**config.mk**
```make
export PLATFORM = sky130hd
export DESIGN_NAME = ptsa_share_array
export DESIGN_NICKNAME = d
export VERILOG_FILES = /design/src/rtl/ptsa_pkg.sv /design/src/rtl/ptsa_cluster_or.sv /design/src/rtl/ptsa_route_dec.sv /design/src/rtl/ptsa_share_array.sv
export SDC_FILE = /design/constraint.sdc
export NUM_CORES = 1
export LEC_CHECK = 0
export ABC_AREA = 1
export BUFFER_PORTS_ARGS = -buffer_cell sky130_fd_sc_hd__buf_2
export CORE_AREA = 2 2 136 138
export DETAILED_ROUTE_END_ITERATION = 10
export DIE_AREA = 0 0 138 140
export GPL_TIMING_DRIVEN = 1
export PLACE_DENSITY_LB_ADDON = 0.25
export SLEW_MARGIN = 20
export SYNTH_ARGS = -nofsm -noshare
export SYNTH_HDL_FRONTEND = slang
export SYNTH_SLANG_ARGS = --single-unit
```
**constraint.sdc**
```tcl
create_clock -name vclk -period 0.8
set_input_delay 0.04 -clock vclk [all_inputs]
set_output_delay 0.04 -clock vclk [all_outputs]
set_load 0.03 [all_outputs]
```
**src/rtl/ptsa_pkg.sv**
```systemverilog
package ptsa_pkg;
    localparam int PTSA_CLUSTERS  = 32;
    localparam int PTSA_CLU_TERMS = 5;
    localparam int PTSA_WINDOW    = 7;
    localparam int PTSA_OFF_W     = $clog2(PTSA_WINDOW + 1);

    // Index of the cluster at window position k of output i.
    function automatic int wrap_idx(input int i, input int k, input int n);
        return (i + k) % n;
    endfunction
endpackage

```
**src/rtl/ptsa_cluster_or.sv**
```systemverilog
module ptsa_cluster_or #(
    parameter int TERMS = 5
) (
    input  logic [TERMS-1:0] terms,
    output logic             any_hi
);
    assign any_hi = |terms;
endmodule

```
**src/rtl/ptsa_route_dec.sv**
```systemverilog
module ptsa_route_dec #(
    parameter int WIN   = 7,
    parameter int OFF_W = 3
) (
    input  logic             en,
    input  logic [OFF_W-1:0] off,
    output logic [WIN-1:0]   sel,
    output logic             bad
);
    localparam logic [OFF_W-1:0] LAST_OK = OFF_W'(WIN - 1);

    for (genvar k = 0; k < WIN; k++) begin : g_pos
        assign sel[k] = en && (off == OFF_W'(k));
    end

    assign bad = en && (off > LAST_OK);
endmodule

```
**src/rtl/ptsa_share_array.sv**
```systemverilog
module ptsa_share_array
    import ptsa_pkg::*;
#(
    parameter int NUM_CLU   = PTSA_CLUSTERS,
    parameter int CLU_TERMS = PTSA_CLU_TERMS,
    parameter int WIN       = PTSA_WINDOW,
    parameter int OFF_W     = PTSA_OFF_W
) (
    input  logic [NUM_CLU*CLU_TERMS-1:0] pt_in,
    input  logic [NUM_CLU-1:0]           clu_en,
    input  logic [NUM_CLU*OFF_W-1:0]     clu_off,
    output logic [NUM_CLU-1:0]           sum_out,
    output logic [NUM_CLU-1:0]           byp_out,
    output logic                         cfg_bad
);
    logic [NUM_CLU-1:0] clu_or;
    logic [NUM_CLU-1:0] clu_bad;
    logic [WIN-1:0]     clu_sel [NUM_CLU];
    logic [WIN-1:0]     contrib [NUM_CLU];

    for (genvar c = 0; c < NUM_CLU; c++) begin : g_clu
        ptsa_cluster_or #(.TERMS(CLU_TERMS)) u_or (
            .terms  (pt_in[c*CLU_TERMS +: CLU_TERMS]),
            .any_hi (clu_or[c])
        );
        ptsa_route_dec #(.WIN(WIN), .OFF_W(OFF_W)) u_dec (
            .en  (clu_en[c]),
            .off (clu_off[c*OFF_W +: OFF_W]),
            .sel (clu_sel[c]),
            .bad (clu_bad[c])
        );
    end

    // Output i gathers window positions 0..WIN-1, wrapping past the top.
    for (genvar i = 0; i < NUM_CLU; i++) begin : g_out
        for (genvar k = 0; k < WIN; k++) begin : g_win
            localparam int SRC = wrap_idx(i, k, NUM_CLU);
            assign contrib[i][k] = clu_sel[SRC][k] & clu_or[SRC];
        end
        assign sum_out[i] = |contrib[i];
    end

    assign byp_out = clu_or;
    assign cfg_bad = |clu_bad;
endmodule

```
Word-level counts from Yosys, hierarchy flattened

Cells that the tools add are included.
W data, S select, Z words.

Register bits after elaboration: 0
Input port bits: 288
Logic and storage cells: 801

Magnitude comparators: 32
Eq/ne operators: 192
Bitwise operators: 224
Reductions and logical operators: 353

Operators with widths:

| cell                 | count |
|---|---|
| $eq A3 B3 Y1 const B | 96 |
| $logic_and A1 B1 Y1  | 256 |
| $and A1 B1 Y1        | 224 |
| $reduce_or A7 Y1     | 32 |
| $eq A3 B2 Y1 const B | 64 |
| $reduce_or A5 Y1     | 32 |
| $eq A3 B1 Y1 const B | 32 |
| $gt A3 B3 Y1 const B | 32 |
| $logic_not A3 Y1     | 32 |
| $reduce_or A32 Y1    | 1 |

Logic depth before layout (Yosys ltp)

Depth after elaboration: 4
Mapped depth: 8

By module

From an unflattened synthesis, not the netlist that was laid out.

Cell total of the unflattened synthesis: 1056
Area, all modules: 4121.5 µm²

Modules (own cells, without submodules):

| module           | instances | cells each | area each (µm²) | sequential area each (µm²) |
|---|---|---|---|---|
| ptsa_route_dec   | 32        | 17         | 63.8            | 0.0 |
| ptsa_share_array | 1         | 384        | 1559.0          | 0.0 |
| ptsa_cluster_or  | 32        | 4          | 16.3            | 0.0 |

Worst setup path before layout

No wires, ideal clock.

Path kind: input to output
Start point: in pt_in[58]
End point: out sum_out[5]
Arrival: 0.711 ns
Data required time: 0.760 ns
Setup slack: 0.049 ns
Stages on the path: 6
Cell sequence: nor2_1 -> nand3b_2 -> nand3_1 -> nand2_1 -> nor2_1 -> nand2_1

Longest elaborated chain between the ends: 3

Ends and longest elaborated chain:

| what                      | RTL line               | text |
|---|---|---|
| start, declared           | ptsa_share_array.sv:9  | `input logic [NUM_CLU*CLU_TERMS-1:0] pt_in,` |
| $reduce_or A5 Y1          | ptsa_cluster_or.sv:7   | `assign any_hi = \|terms;` |
| via g_clu[11].u_or.any_hi | ptsa_cluster_or.sv:5   | `output logic any_hi` |
| $and A1 B1 Y1             | ptsa_share_array.sv:38 | `assign contrib[i][k] = clu_sel[SRC][k] & clu_or[SRC];` |
| $reduce_or A7 Y1          | ptsa_share_array.sv:40 | `assign sum_out[i] = \|contrib[i];` |
| end, declared             | ptsa_share_array.sv:12 | `output logic [NUM_CLU-1:0] sum_out,` |

The timed path passes the listed nets, and every way through them passes these cells.

Final worst setup path

Start point: in clu_en[16]
End point: out cfg_bad

Longest elaborated chain between the ends: 2

Ends and longest elaborated chain:

| what                | RTL line               | text |
|---|---|---|
| start, declared     | ptsa_share_array.sv:10 | `input logic [NUM_CLU-1:0] clu_en,` |
| $logic_and A1 B1 Y1 | ptsa_route_dec.sv:16   | `assign bad = en && (off > LAST_OK);` |
| $reduce_or A32 Y1   | ptsa_share_array.sv:44 | `assign cfg_bad = \|clu_bad;` |
| end, declared       | ptsa_share_array.sv:14 | `output logic cfg_bad` |

Every way passes these cells.

==> run_results.csv <==
group,metric,value,unit
layout,area_growth,102,%
setup_path,cp.arrival,0.97,ns
placement,dpl.hpwl,17.9,mm
run,drv_cap,0,
layout,n_fill_cell,1750,
synth,synth_area,0.00482,mm²
worst_hold_path,hold_path_class,"input pin to output pin",
route,drt-initial-drc-count,279,
grt,grt.overflow.total,0,
setup_path,cp.required,0.76,ns
floorplan,die_h,140,µm
power_and_ir_drop,power,4890,µW
power_and_ir_drop,power_density,501,mW/mm²
setup_path,endpoint_kind,"output pin",
setup_path,cp-endpoint,"cfg_bad",
floorplan,die_area,0.0193,mm²
synth,synthTopCellsByCount,"281 x nand2_1, 211 x nor2_1, 192 x inv_1",
route,routed_wl,22.7,mm
power_and_ir_drop,ir_drop,0.000313,V
timing,drv_slew,0,
synth,syn_nets,1298,
route,drc,0,
timing,setup_tns,-4.97,ns
synth,synthTopCellsByArea,"nand2_1 22%, nand3_1 19%, nor2_1 16%, inv_1 15%, nand3b_4 10%",
route,wl_per_cell,13.6,µm
timing,setup_viol,38,
layout,nNetsFinal,1724,
setup_path,criticalPathCategory,"input pin to output pin",
layout,layout-drive-gt1-share,55.8,%
status,status,"finished with violations",
layout,instances_no_fill,1665,
setup_path,critPathMaxFanout,3,
grt,antenna_found_initial,2,
grt,grt_start_max_net_pins,9,
timing,finalCritPeriodShare,127,%
synth,synthCells,1010,
route,vias_per_cell,4.53,
timing,tightest_slew,0.309,ns
setup_path,startpoint_type,"input pin",
layout,design.seq.count,0,
grt,grt_pass1_vias,7104,
route,vias,7539,
synth,yosysSeqAreaShare,0,%
layout,multiInputGateArea,0.00503,mm²
floorplan,rows,49,
power_and_ir_drop,cellLeakagePower,0.00613,µW
placement,dp_slack,-0.496,ns
floorplan,boundaryPins,353,
floorplan,die_w,138,µm
clock_tree,ctsHoldBuffers,0,
grt,track_usage,20.8,%
route,postRouteAntennaNets,0,
timing,period_minus_slack,1.01,ns
placement,place_congestion,0.879,
floorplan,core_area,0.0178,mm²
timing,rsz0062_at_grt,"true",
setup_path,crit_start,"clu_en[16]",
layout,clock_buffers,0,
grt,grt_first_pass_wirelength,33.6,mm
timing,max_clock_freq,986,MHz
timing,finalHoldViolCount,0,
synth,yosysTopAreaCell,"nand2_1",
route,dr.pass1.iters,5,
floorplan,initial_core_util,27.1,%
layout,ff_latch_area,0,µm²
placement,place_inst,1636,
worst_hold_path,hp-start,"pt_in[112]",
synth,synth_warnings,0,
timing,slew_headroom,79.4,%
timing,setup_slack,-0.214,ns
synth,yosysMostFrequentCell,"nand2_1",
synth,synth.distinct_cells,11,
synth,syn_avg_cell_area,4.78,µm²
placement,portBuffers,353,
status,violations,"negative setup slack",
synth,synth_top_area_share,21.9,%
## cell usage in the layout (no fill, tap or decap), drive strengths merged
master	instances
buf	456
nand2	281
nor2	268
inv	192
nand3	183
nand3b	51
o21ai	3
diode	2
## routing by layer
metal  global-route usage [%]  routed length (µm)  vias to the layer above
met4                     2.58                 407                        0
met3                     2.19                1110                       30
met5                        0                   0                        -
met1                     25.0                9120                     3335
met2                     40.8               12000                      255
li1                         -                   -                     3919
## power breakdown
part | switching [µW] | internal, µW | leakage [µW]
Combinational | 2560 | 2330 | 0.00613
Clock | 0 | 0.000334 | 0.0000000127
Sequential | 0 | 0 | 0
## kinds of logic (layout without fill, tap and decap cells)
group | Yosys count | count (layout) | synth area share, %
simple gates | 783 | 783 | 79.8
other cells | 0 | 2 | 0
buf+inv | 224 | 648 | 19.9
compound gates | 3 | 3 | 0.311
## layout make-up
class	count	area share [%]
timing repair buffer	456	38.1
multi-input combinational	786	51.5
inverter	192	7.41
antenna	2	0.0513
tap	229	2.94
## critical path, cell delays in order
cell     delay (ns)
buf_4          0.13
nand2_4        0.07
inv_2          0.05
nand2_2        0.08
nand2_1        0.06
nor2_1         0.11
nand2_1        0.06
nor2_1         0.12
nand2_2        0.10
buf_6          0.15
## through the flow
stage / cell area [µm²] / hold slack (ns) / util (%)
floorplan: 4820 / 0.352 / -
global placement: 7210 / 0.509 / 40.5
detailed placement: 7210 / 0.510 / 40.5
CTS: 8980 / 0.497 / 50.5
global route: 9760 / 0.525 / 54.9
finish: 9760 / 0.508 / 54.9
## timing repair
| action | CTS | global route |
|---|---|---|
| gates resized for setup | 403 | 213 |
| pin swaps | 182 | 152 |
| endpoints found under the setup margin | 37 | 48 |
| buffers inserted | 19 | 24 |
## worst min-delay path by stage
| stage | slack [ns] | to | cells after the start |
|---|---|---|---|
| CTS | 0.50 | byp_out[20] | 4 |
| detailed placement | 0.51 | byp_out[31] | 4 |
| finish | 0.51 | byp_out[22] | 4 |
| floorplan | 0.35 | byp_out[12] | 3 |
| global placement | 0.51 | byp_out[31] | 4 |
| global route | 0.52 | byp_out[11] | 4 |
Note: power is estimated with default switching activity, not from simulation.
